[src/rtl/hcr_pkg.sv]
package hcr_pkg;
    localparam int ADDR_W   = 10;
    localparam int MAX_DIMS = 10;
    localparam int CH_W     = 4;

    typedef logic [ADDR_W-1:0] node_addr_t;
    typedef logic [CH_W-1:0]   chan_t;

    typedef struct packed {
        chan_t chan;
        logic  local_hit;
        logic  bad_addr;
    } route_t;

    // index of the least significant set bit, 0 when none
    function automatic chan_t lowest_one(input node_addr_t w);
        chan_t r;
        r = '0;
        for (int i = ADDR_W - 1; i >= 0; i--) begin
            if (w[i]) r = chan_t'(i);
        end
        return r;
    endfunction
endpackage

[src/rtl/hcr_route_calc.sv]
module hcr_route_calc
    import hcr_pkg::*;
#(
    parameter int DIMS = 10
) (
    input  node_addr_t self_addr,
    input  node_addr_t dest_addr,
    output route_t     route
);
    localparam node_addr_t LOW_MASK = node_addr_t'((1 << DIMS) - 1);

    logic       upper_set;
    node_addr_t low_diff;

    generate
        if (DIMS < ADDR_W) begin : g_upper
            assign upper_set = |dest_addr[ADDR_W-1:DIMS];
        end else begin : g_full
            assign upper_set = 1'b0;
        end
    endgenerate

    assign low_diff = (self_addr ^ dest_addr) & LOW_MASK;

    always_comb begin
        route.bad_addr  = upper_set;
        route.local_hit = !upper_set && (low_diff == '0);
        route.chan      = upper_set ? chan_t'(0) : lowest_one(low_diff);
    end
endmodule

[src/rtl/hcr_pkt_sizer.sv]
module hcr_pkt_sizer #(
    parameter int LEN_W     = 16,
    parameter int PKT_BYTES = 512
) (
    input  logic [LEN_W-1:0] remaining,
    output logic [LEN_W-1:0] pkt_len,
    output logic             pkt_last
);
    localparam logic [LEN_W-1:0] PKT = LEN_W'(PKT_BYTES);

    always_comb begin
        pkt_last = (remaining <= PKT);
        pkt_len  = pkt_last ? remaining : PKT;
    end
endmodule

[src/rtl/hypercube_router.sv]
module hypercube_router
    import hcr_pkg::*;
#(
    parameter int DIMS      = 10,
    parameter int LEN_W     = 16,
    parameter int PKT_BYTES = 512
) (
    input  logic             clk,
    input  logic             rst,
    input  logic [9:0]       node_id,
    input  logic             in_valid,
    output logic             in_ready,
    input  logic [9:0]       in_dest,
    input  logic [LEN_W-1:0] in_len,
    output logic             out_valid,
    input  logic             out_ready,
    output logic [3:0]       out_chan,
    output logic             out_local,
    output logic             out_err,
    output logic [LEN_W-1:0] out_len,
    output logic             out_last
);
    route_t           route_d;
    route_t           route_q;
    logic             valid_q;
    logic [LEN_W-1:0] rem_q;
    logic [LEN_W-1:0] cur_len;
    logic             cur_last;
    logic             take_hdr;
    logic             take_pkt;

    hcr_route_calc #(.DIMS(DIMS)) u_route (
        .self_addr (node_id),
        .dest_addr (in_dest),
        .route     (route_d)
    );

    hcr_pkt_sizer #(.LEN_W(LEN_W), .PKT_BYTES(PKT_BYTES)) u_size (
        .remaining (rem_q),
        .pkt_len   (cur_len),
        .pkt_last  (cur_last)
    );

    assign in_ready = !valid_q;
    assign take_hdr = in_valid && in_ready;
    assign take_pkt = valid_q && out_ready;

    always_ff @(posedge clk) begin
        if (rst) begin
            valid_q <= 1'b0;
            rem_q   <= '0;
            route_q <= '0;
        end else if (take_hdr) begin
            valid_q <= 1'b1;
            rem_q   <= in_len;
            route_q <= route_d;
        end else if (take_pkt) begin
            if (cur_last) valid_q <= 1'b0;
            else          rem_q   <= rem_q - cur_len;
        end
    end

    assign out_valid = valid_q;
    assign out_chan  = route_q.chan;
    assign out_local = route_q.local_hit;
    assign out_err   = route_q.bad_addr;
    assign out_len   = cur_len;
    assign out_last  = cur_last;
endmodule

[config.mk]
export PLATFORM = sky130hd
export DESIGN_NAME = hypercube_router
export DESIGN_NICKNAME = d
export VERILOG_FILES = /design/src/rtl/hcr_pkg.sv /design/src/rtl/hcr_route_calc.sv /design/src/rtl/hcr_pkt_sizer.sv /design/src/rtl/hypercube_router.sv
export SDC_FILE = /design/constraint.sdc
export NUM_CORES = 1
export LEC_CHECK = 0
export ABC_AREA = 1
export BUFFER_PORTS_ARGS = -buffer_cell sky130_fd_sc_hd__buf_2
export CAP_MARGIN = 10
export CORE_MARGIN = 2
export CORE_UTILIZATION = 45
export DETAILED_ROUTE_END_ITERATION = 6
export GPL_ROUTABILITY_DRIVEN = 0
export PLACE_DENSITY = 0.74
export SLEW_MARGIN = 10
export SYNTH_ARGS = -nofsm -noshare
export SYNTH_HDL_FRONTEND = slang
export SYNTH_SLANG_ARGS = --single-unit
[constraint.sdc]
create_clock -name clk -period 3.8 [get_ports clk]
set_input_delay 0.76 -clock clk [delete_from_list [all_inputs] [get_ports clk]]
set_output_delay 0.76 -clock clk [all_outputs]
set_load 0.03 [all_outputs]
[Word-level counts from Yosys, hierarchy flattened]
Cells that the tools add are included.
Storage, ports and cells
  bits in registers: 22
  input bits: 40
  output and inout port bits: 25
Cells by class
  reductions and logical operators: 8
  order comparisons: 1
  mux-type cells: 17
  bitwise logic cells: 1
  equality and inequality tests: 1
  add/subtract/negate cells: 1
Operator list (count)
  $mux 16: 4
  $mux 4: 10
  $le 16x10->1 const B: 1
  $sub 16x16->16: 1
  $logic_not 10->1: 1
  $xor 10x10->10: 1
  $reduce_and 2->1: 2
  $reduce_bool 2->1: 2
  $mux 1: 3
  $logic_and 1x1->1: 2
  $ne 2x1->1 const B: 1
  $logic_not 1->1: 1

[Longest topological paths before layout]
  word-level depth: 11
  depth in mapped cells: 17
  depth with buffers taken out: 17

[By module]
Synthesis repeated with hierarchy kept, for this count alone.
Second synthesis, totals
  cell total of the unflattened synthesis: 414
  area, all modules: 2397.3 um^2
Modules (own cells, without submodules)
  hypercube_router: instances 1, cells an instance 327, seq. area each 460.4 um^2, area each 1943.1 um^2
  hcr_route_calc: instances 1, cells an instance 43, seq. area each 0.0 um^2, area each 237.7 um^2
  hcr_pkt_sizer: instances 1, cells an instance 44, seq. area each 0.0 um^2, area each 216.5 um^2

[Worst setup path before layout]
Ideal clock, no wire load.
  kind: reg2out
  start point: reg rem_q[10]
  end point: out out_len[0]
  data required time: 3.040 ns
  buffers on the path: 1
  data arrival time: 1.743 ns
  slack: 1.297 ns
  cell stages (with the launch flop): 7
  path through: dfxtp_1 > nor2_2 > nand4_4 > nand2_4 > inv_4 > buf_6 > nor2_1
On the way
  word-level cells in the longest chain between the ends: 2
RTL lines
  start: declaration: RTL line hypercube_router.sv:26  | logic [LEN_W-1:0] rem_q;
  start signal: assignment: RTL line hypercube_router.sv:55  | rem_q <= in_len;
  start signal: assignment: RTL line hypercube_router.sv:59  | else rem_q <= rem_q - cur_len;
  $le 16x10->1: RTL line hcr_pkt_sizer.sv:12  | pkt_last = (remaining <= PKT);
  via out_last: RTL line hypercube_router.sv:21  | output logic out_last
  $mux 16: RTL line hcr_pkt_sizer.sv:13  | pkt_len = pkt_last ? remaining : PKT;
  end: declaration: RTL line hypercube_router.sv:20  | output logic [LEN_W-1:0] out_len,
The timed path passes the listed nets, and every way through them passes these cells.

[Final worst setup path]
  start point: reg rem_q[10]
  end point: out out_len[7]
On the way
  word-level cells in the longest chain between the ends: 2
RTL lines (RTL line)
  $le 16x10->1: hcr_pkt_sizer.sv:12
  $mux 16: hcr_pkt_sizer.sv:13
Every way passes these cells.

==> results.json <==
{
  "outcome": "finished, final reports clean",
  "via_per_inst": 4.96,
  "slew_viol_final": 0,
  "arrival_ns": 1.78,
  "cts_tree": "built",
  "grt_pass1_wl_mm": 6.32,
  "synth_simple_gate_area_share": 0.328,
  "power-per-cell-area_nw_per_um2": 481,
  "final.min_clock_period_ns": 2.54,
  "clkPwrFrac": 0.226,
  "hp-class": "flop to flop",
  "die_w_um": 65.6,
  "row_count": 22,
  "fin_skew_ns": 0.00595,
  "cts_setup_buffers": 0,
  "ys_ff_latch": 22,
  "p_switching_uw": 424,
  "coreArea_um2": 3660,
  "critPathKind": "flop to primary output",
  "clk_latency_ns": 0.27,
  "fin_nets": 347,
  "muxShareOfSynthArea": 0.00586,
  "placedCellCount": 349,
  "fin_cells": 353,
  "area_growth_pct": 19.8,
  "wl_per_cell_um": 10.8,
  "p_comb_frac": 0.478,
  "cp-end-kind": "primary output",
  "tns_ns": 0,
  "switching_share": 0.431,
  "final_common_cell": "buf_2",
  "grt_overflow": 0,
  "htreeDepth": 1,
  "synth_top_family_by_area": "simple AND/OR/NAND/NOR gates",
  "timing.fmax_ghz": 0.393,
  "ys_seq_area_frac": 0.258,
  "final_cell_mix": "57 x buf_2, 50 x nand2_1, 30 x nor2_1",
  "hold_depth": 2,
  "root_buffer": "clkbuf_8",
  "first_global_vias": 1547,
  "layout-drive-gt1-share": 0.285,
  "initial_core_util": 0.467,
  "io_pins": 65,
  "cp-start-kind": "flop",
  "synth-xor-area-share": 0.0667,
  "antenna_cells": 0,
  "track_usage": 0.185,
  "p_seq_frac": 0.296,
  "worstPathRequired_ns": 3.04,
  "finish.utilization": 0.559,
  "setup_viol": 0,
  "antenna_left": 0,
  "cap_violations": 0,
  "netlist_area_um2": 1710,
  "ys_warn_count": 0,
  "syn_inst": 252,
  "clock_path_buffers": 2,
  "synth_cell_types": 38,
  "die_h_um": 65.6,
  "cts_buffers": 3,
  "die_area_um2": 4300,
  "postLayoutCellArea_um2": 2050,
  "port_buffers": 57,
  "fin_crit_sh": 0.669,
  "synth_compound_area_frac": 0.204,
  "clk_pin_slew_worst_paths_ns": 0.08,
  "rsz0062_at_grt": "false",
  "post-route-drc-count": 0,
  "ir_worst_vdd_mv": 0.224,
  "syn_area_per_cell_um2": 6.78,
  "path_max_fanout": 12,
  "place_area_um2": 1970,
  "r2r_cells": 13,
  "internal_power_uw": 560,
  "dp.final_hpwl_mm": 3.01,
  "wl_mm": 3.81,
  "first_pass_iters": 4,
  "vias": 1750,
  "cts_hold_buf": 0,
  "cts.sinks": 22,
  "grt_start_max_net_pins": 30,
  "holdWs_ns": 0.467,
  "cts.repair.resized": 0,
  "final-hold-violation-count": 0,
  "antenna_found_initial": 0,
  "synthAdderAreaFrac": 0.00733,
  "drt_iter0_drc": 84,
  "cellLeakagePower_nw": 0.971
}
-- layer usage --
layer  GRT usage  vias up  share of wire
met3      0.0428        4          0.061
met4      0.0547        0         0.0095
met5           0        -              0
met2       0.319       44           0.46
met1       0.229      786           0.47
li1            -      916              -
-- synth_stat cells --
cell type  count  share of area
o2111ai_1      1         0.0051
nand2_2        4          0.015
nand3_2        2          0.012
a221oi_1       1         0.0051
mux2i_1        1         0.0059
conb_1         2         0.0044
a221oi_2       1         0.0088
buf_4          8          0.035
inv_1         23          0.051
nor2_4         2          0.013
nand3_4        1          0.010
inv_2          2         0.0044
clkbuf_1       4         0.0088
nand4_4        1          0.012
o21ai_0       15          0.044
a21oi_1       24          0.070
inv_4          1         0.0037
xnor2_1       10          0.051
dfxtp_1       22           0.26
nor2_1        30          0.066
nand3_1       12          0.035
a31oi_1        2         0.0073
o211ai_1       3          0.013
o211ai_2       2          0.015
ha_1           1         0.0073
nand2_1       50           0.11
xor2_1         3          0.015
a211oi_1       2         0.0088
o21ai_1        6          0.018
a21oi_2        1         0.0051
nand4_1        1         0.0037
nor2_8         1          0.012
buf_6          3          0.020
nand2_4        3          0.020
o21bai_1       1         0.0044
nand3b_1       2         0.0088
nor2_2         3          0.011
clkinv_2       1         0.0029
-- worst max-delay path, stage by stage, from the launching register on --
cell and delay (ns):
dfxtp_1 0.37, nor2_2 0.30, nand2_2 0.11, nor2_4 0.10, nand2_4 0.10, nand2_4 0.15, inv_4 0.09, nor2_1 0.09
buf_2 0.20
-- final cells by class --
cell class | instances | area [um^2]
well taps | 48 | 60.1
clock buffers | 3 | 41.3
clock inverters | 1 | 30.0
inverters | 27 | 105
fillers | 380 | 1620
flip-flops and latches | 22 | 440
multi-input cells | 194 | 1080
repair buffers | 58 | 293
-- stage by stage --
step / worst slack (ns) / power (mW)
CTS: 1.24 / 0.989
finish: 1.26 / 0.984
floorplan: 1.30 / 0.684
detailed placement: 1.41 / 0.767
global placement: 1.49 / 0.761
global route: 1.07 / 1.06
-- cells by family after synthesis --
family,after synthesis
mux,1
fa+ha+maj,1
other cells,2
simple gates,112
flops,22
xor+xnor,13
buf+inv,42
compound gates,59
-- registers in the layout (all words and copies together), names as in the netlist --
register   cells
out_chan       4
out_local      1
out_valid      1
rem_q         16
-- worst paths after layout --
check                           start                        to  slack [ns]
max            rem_q[10]$_SDFFE_PP0P_                out_len[7]        1.26
min          out_chan[2]$_SDFFE_PP0P_  out_chan[2]$_SDFFE_PP0P_        0.47
max reg2reg    rem_q[10]$_SDFFE_PP0P_    rem_q[12]$_SDFFE_PP0P_        1.78
min reg2reg  out_chan[2]$_SDFFE_PP0P_  out_chan[2]$_SDFFE_PP0P_        0.47
-- power by group through the flow --
stage	Clock, mW	Combinational (mW)	Sequential, mW
2_1_floorplan	0	0.390	0.293
3_3_place_gp	0	0.465	0.296
3_5_place_dp	0	0.471	0.296
4_1_cts	0.225	0.473	0.291
5_1_grt	0.236	0.533	0.296
6_report	0.223	0.470	0.292
No activity file was read; power rests on OpenSTA's default activity.
